--- src/rtl/cdt_pkg.sv ---
package cdt_pkg;
  // Register offsets (byte addresses on a word-addressed bus)
  localparam int unsigned OFF_CTRL = 'h0;
  localparam int unsigned OFF_CNT  = 'h4;
  localparam int unsigned OFF_RLD  = 'h8;
  localparam int unsigned OFF_EVT  = 'hC;
  // Control bit positions
  localparam int unsigned RUN_BIT  = 0;
  localparam int unsigned MASK_BIT = 3;
  // Event register bit position
  localparam int unsigned PEND_BIT = 0;
endpackage

--- src/rtl/cdt_counter.sv ---
module cdt_counter #(
  parameter int DW = 32
) (
  input  logic          clk,
  input  logic          rst,
  input  logic          run,
  input  logic          load,
  input  logic [DW-1:0] load_val,
  input  logic [DW-1:0] reload_val,
  output logic [DW-1:0] count,
  output logic          zero_evt
);
  localparam logic [DW-1:0] ONE = {{(DW-1){1'b0}}, 1'b1};

  logic [DW-1:0] cnt_q;

  assign zero_evt = run && !load && (cnt_q == '0);
  assign count    = cnt_q;

  always_ff @(posedge clk) begin
    if (rst) begin
      cnt_q <= '0;
    end else if (load) begin
      cnt_q <= load_val;
    end else if (zero_evt) begin
      cnt_q <= reload_val;
    end else if (run) begin
      cnt_q <= cnt_q - ONE;
    end
  end
endmodule

--- src/rtl/cdt_irq.sv ---
module cdt_irq (
  input  logic clk,
  input  logic rst,
  input  logic set,
  input  logic clr,
  input  logic mask_en,
  output logic pend,
  output logic irq
);
  logic pend_q;
  logic irq_q;

  always_ff @(posedge clk) begin
    if (rst) begin
      pend_q <= 1'b0;
      irq_q  <= 1'b0;
    end else begin
      // a new event takes precedence over a clear on the same clock
      if (set) begin
        pend_q <= 1'b1;
      end else if (clr) begin
        pend_q <= 1'b0;
      end
      irq_q <= pend_q && mask_en;
    end
  end

  assign pend = pend_q;
  assign irq  = irq_q;
endmodule

--- src/rtl/cdt_timer.sv ---
module cdt_timer
  import cdt_pkg::*;
#(
  parameter int DW = 32,
  parameter int AW = 8
) (
  input  logic          clk,
  input  logic          rst,
  input  logic          bus_we,
  input  logic [AW-1:0] bus_addr,
  input  logic [DW-1:0] bus_wdata,
  output logic [DW-1:0] bus_rdata,
  output logic          irq_o
);
  localparam logic [AW-1:0] A_CTRL = AW'(OFF_CTRL);
  localparam logic [AW-1:0] A_CNT  = AW'(OFF_CNT);
  localparam logic [AW-1:0] A_RLD  = AW'(OFF_RLD);
  localparam logic [AW-1:0] A_EVT  = AW'(OFF_EVT);

  logic          hit_ctrl, hit_cnt, hit_rld, hit_evt;
  logic          run_q, mask_q;
  logic [DW-1:0] rld_q;
  logic [DW-1:0] cnt_q;
  logic          evt;
  logic          pend_q;
  logic          clr_req;
  logic [DW-1:0] rd_next;
  logic [DW-1:0] rdata_q;

  assign hit_ctrl = (bus_addr == A_CTRL);
  assign hit_cnt  = (bus_addr == A_CNT);
  assign hit_rld  = (bus_addr == A_RLD);
  assign hit_evt  = (bus_addr == A_EVT);

  // control and reload registers
  always_ff @(posedge clk) begin
    if (rst) begin
      run_q  <= 1'b0;
      mask_q <= 1'b0;
      rld_q  <= '0;
    end else if (bus_we) begin
      if (hit_ctrl) begin
        run_q  <= bus_wdata[RUN_BIT];
        mask_q <= bus_wdata[MASK_BIT];
      end
      if (hit_rld) begin
        rld_q <= bus_wdata;
      end
    end
  end

  cdt_counter #(.DW(DW)) u_cnt (
    .clk        (clk),
    .rst        (rst),
    .run        (run_q),
    .load       (bus_we && hit_cnt),
    .load_val   (bus_wdata),
    .reload_val (rld_q),
    .count      (cnt_q),
    .zero_evt   (evt)
  );

  assign clr_req = bus_we && hit_evt && bus_wdata[PEND_BIT];

  cdt_irq u_irq (
    .clk     (clk),
    .rst     (rst),
    .set     (evt),
    .clr     (clr_req),
    .mask_en (mask_q),
    .pend    (pend_q),
    .irq     (irq_o)
  );

  // read multiplexer, registered
  always_comb begin
    rd_next = '0;
    if (hit_ctrl) begin
      rd_next[RUN_BIT]  = run_q;
      rd_next[MASK_BIT] = mask_q;
    end else if (hit_cnt) begin
      rd_next = cnt_q;
    end else if (hit_rld) begin
      rd_next = rld_q;
    end else if (hit_evt) begin
      rd_next[PEND_BIT] = pend_q;
    end
  end

  always_ff @(posedge clk) begin
    if (rst) begin
      rdata_q <= '0;
    end else begin
      rdata_q <= rd_next;
    end
  end

  assign bus_rdata = rdata_q;
endmodule

--- config.mk ---
export PLATFORM = sky130hd
export DESIGN_NAME = cdt_timer
export DESIGN_NICKNAME = d
export VERILOG_FILES = /design/src/rtl/cdt_pkg.sv /design/src/rtl/cdt_counter.sv /design/src/rtl/cdt_irq.sv /design/src/rtl/cdt_timer.sv
export SDC_FILE = /design/constraint.sdc
export NUM_CORES = 1
export LEC_CHECK = 0
export BUFFER_PORTS_ARGS = -buffer_cell sky130_fd_sc_hd__buf_2
export CAP_MARGIN = 10
export CORE_MARGIN = 2
export CORE_UTILIZATION = 50
export DETAILED_ROUTE_END_ITERATION = 10
export PLACE_DENSITY = 0.7
export REMOVE_ABC_BUFFERS = 1
export SLEW_MARGIN = 10
export SYNTH_ARGS = -nofsm -noshare
export SYNTH_HDL_FRONTEND = slang
export SYNTH_SLANG_ARGS = --single-unit
export TNS_END_PERCENT = 30
--- constraint.sdc ---
create_clock -name clk -period 3.05 [get_ports clk]
set_input_delay 0.61 -clock clk [delete_from_list [all_inputs] [get_ports clk]]
set_output_delay 0.61 -clock clk [all_outputs]
set_load 0.1 [all_outputs]
==> results.md <==
- Status: finished, final reports clean
- Post-synth ARST share: 0%
- Root buf cell: clkbuf_8
- Largest net degree at the start of global routing: 36
- Critical Path RT: 3.32 ns
- Fillcell total: 831
- CP Capture Type: flip-flop
- Relative slew slack: 61.2%
- Drt first pass iters: 5
- Leak: 2.18 nW
- CTS tree: done
- Seq pwr share: 56.8%
- Initial antenna violation count: 0
- Crit start category: flip-flop
- Cell Area, Placed: 5110 sq um
- H-tree depth: 3
- Fin area: 5320 sq um
- Mapped Cells: 587
- Slew Limit Fails: 0
- Die X: 99.8 microns
- Worst-path cell chain: or4_4 -> or4_4 -> or4_1 -> buf_4 -> nand2_1 -> o211ai_1 -> a211oi_1
- Total clock sinks: 100
- Input/output buffers: 75
- Post CTS Setup Buffer Count: 0
- MaxCap Viol Count: 0
- Worst-Margin Slew: 0.582 ns
- I/O pin total: 76
- Crit path top cell by count: or4_4
- Detailed placement HPWL: 8.73 mm
- Fin util: 60.4%
- Die height: 99.8 microns
- Post-synth EDFFs: 0
- Worst clock skew: 0.00773 ns
- Cell Pwr Density: 432 nW/um^2
- Area leader, netlist: dfxtp_1
- Die ar.: 9950 sq um
- CP max stage cell: or4_4
- Syn avg cell area: 7.81 sq um
- Min-Delay Path Class: flip-flop to flip-flop
- Yosys cell types: 46
- DRT iter0 DRCs: 255
- Placed cells: 747
- Crit path max fanout: 25
- CORE AREA: 8810 sq um
- # DRC: 0
- Antenna cells: 0
- CP arrival: 3.00 ns
- Via Count: 4521
- Worst Setup Path Type: flip-flop to flip-flop
- FF+latch count, synth: 100
- Vias per inst: 5.93
- CTS clk-pin slew, worst paths: 0.09 ns
- WL final: 13.0 mm
- First-pass GRT wire length: 21.1 mm
- Initial Util: 52.1%
- Clk pwr share: 38.0%
- Antenna viol nets, final: 0
- Post-CTS sizing: 0
- CTS buffer count: 9
- Insertion delay of the later-clocked pin in the worst-skew pair: 0.35 ns
- Vias in the first global route: 4318
- Sequential area share after synthesis: 43.7%
- Sw power: 0.524 mW
- Internal: 1.78 mW
- F_max: 0.366 GHz
- Final setup fails: 0
- Mapped Area: 4580 sq um
- Routed len/inst: 17.0 microns
- GPL Wtd Cong: 0.913
- Final Critical Period: 2.73 ns
- FP Rows: 34
- Area growth syn-to-layout: 16.0%
- Cts hold-fix bufs: 0
- Post-route insts no fill: 763
- Yosys warnings: 0
- Switching share of total power: 22.8%
- Maximum root-to-sink buffer count: 2
- CP max stage delay: 0.59 ns
- Area contributors post-synth: dfxtp_1, a21oi_1, nand2_1, a22oi_1, nor2_1
- Worst vdd ir: 216 uV
- Top-area cell type share of the netlist area: 43.7%
- Fin nets: 694
- Final period util: 89.5%
- Tot GR Track Use: 26.4%
- Combinational Power Share: 5.1%
- Overflow after GRT: 0
- Fin. Hold Viols: 0
- Layout cells sized above 1: 18.9%
- Top_reg_cell synth: dfxtp_1
- RSZ-0062 raised after global routing: no
## through the flow
| step | worst slack, ns | hold slack (ns) | power [mW] | setup TNS (ns) |
|---|---|---|---|---|
| 3_3_place_gp | 0.452 | 0.456 | 1.45 | 0 |
| 3_5_place_dp | 0.369 | 0.463 | 1.45 | 0 |
| 2_1_floorplan | -1.33 | 0.416 | 1.38 | -53.18 |
| 5_1_grt | 0.224 | 0.478 | 2.38 | 0 |
| 6_report | 0.319 | 0.471 | 2.30 | 0 |
| 4_1_cts | 0.345 | 0.476 | 2.32 | 0 |
## logic make-up (layout without fill, tap and decap cells)
kind of cell	after synthesis	count (layout)	synth area share [%]
buffers and inverters	53	121	4.56
adder cells (fa/ha/maj)	1	1	0.273
XOR/XNOR	20	20	3.82
flip-flops	100	100	43.7
multiplexers	3	3	0.682
AND/OR/NAND/NOR	235	235	24.5
AO/OA/AOI/OAI	175	175	22.5
## routing by layer
layer  track usage [%]  share of wire (%)  vias to the layer above
met5                 0                  0                        -
met4              9.91                1.0                        0
met3              3.72                6.2                       15
met2              42.7                 47                      180
met1              35.8                 45                     2120
li1                  -                  -                     2206
## flip-flops by register name (all words and copies together) (netlist names)
name	flops
u_cnt.count	32
rld_q	32
run_q	1
u_irq.pend	1
u_irq.irq	1
mask_q	1
bus_rdata	32
## power groups by stage
| stage | logic [mW] | clock network, mW | registers (mW) |
|---|---|---|---|
| after floorplan | 0.0401 | 0 | 1.34 |
| after global placement | 0.115 | 0 | 1.34 |
| after detailed placement | 0.116 | 0 | 1.34 |
| after CTS | 0.117 | 0.891 | 1.31 |
| after global routing | 0.128 | 0.939 | 1.31 |
| final | 0.118 | 0.875 | 1.31 |
## worst max-delay path, delay by kind of cell, from the launching register on
kind,cells,cell delay (ns)
buffers and inverters,1,0.25
AOI/OAI and AO/OA,2,0.34
and+or+nand+nor,4,1.67
DFF,1,0.38
## placed cells by master, fill, tap and decap left out, types with 10 or more instances in the layout
cell      Yosys  routed
dfxtp_1     100     100
nand2_1      83      83
buf_2         2      75
a21oi_1      74      74
nor2_1       60      60
a22oi_1      31      31
buf_4         0      25
and3_1       24      24
o21ai_0      21      21
o22ai_1      19      19
nor3_1       16      16
xnor2_1      11      11
clkbuf_8      0      11
nor4_1       10      10
## cell type report
| cell class | instances | area (sq um) | area share, % |
|---|---|---|---|
| multi-input cells | 434 | 2380 | 44.7 |
| flip-flops and latches | 100 | 2000 | 37.6 |
| repair buffers | 101 | 583 | 11.0 |
| clock buffers | 13 | 159 | 2.99 |
| well taps | 108 | 135 | 2.54 |
| clock inverters | 3 | 45.0 | 0.847 |
| inverters | 4 | 15.0 | 0.282 |
## path summary, 6_finish.rpt
check	start	endpoint	slack, ns	cells past startpoint
worst max-delay path	u_cnt.count[13]	u_cnt.count[5]	0.32	7
worst min register to register	mask_q	u_irq.irq	0.47	2
worst min-delay path	mask_q	u_irq.irq	0.47	2
worst max register to register	u_cnt.count[13]	u_cnt.count[5]	0.32	7
## synth_stat cells (all sizes together) (2+ instances only)
master / number
dfxtp: 100
nand2: 83
a21oi: 74
nor2: 60
clkbuf: 45
a22oi: 31
o21ai: 30
and3: 24
o22ai: 19
nor3: 16
nor4: 12
xnor2: 11
nand3: 9
or4: 9
xor2: 9
or3: 6
o21bai: 5
buf: 4
inv: 4
nand4: 4
a31oi: 3
or2: 3
a211o: 2
a211oi: 2
and2: 2
mux2i: 2
nand4b: 2
nor3b: 2
o211ai: 2
No activity file was read; power rests on OpenSTA's default activity.
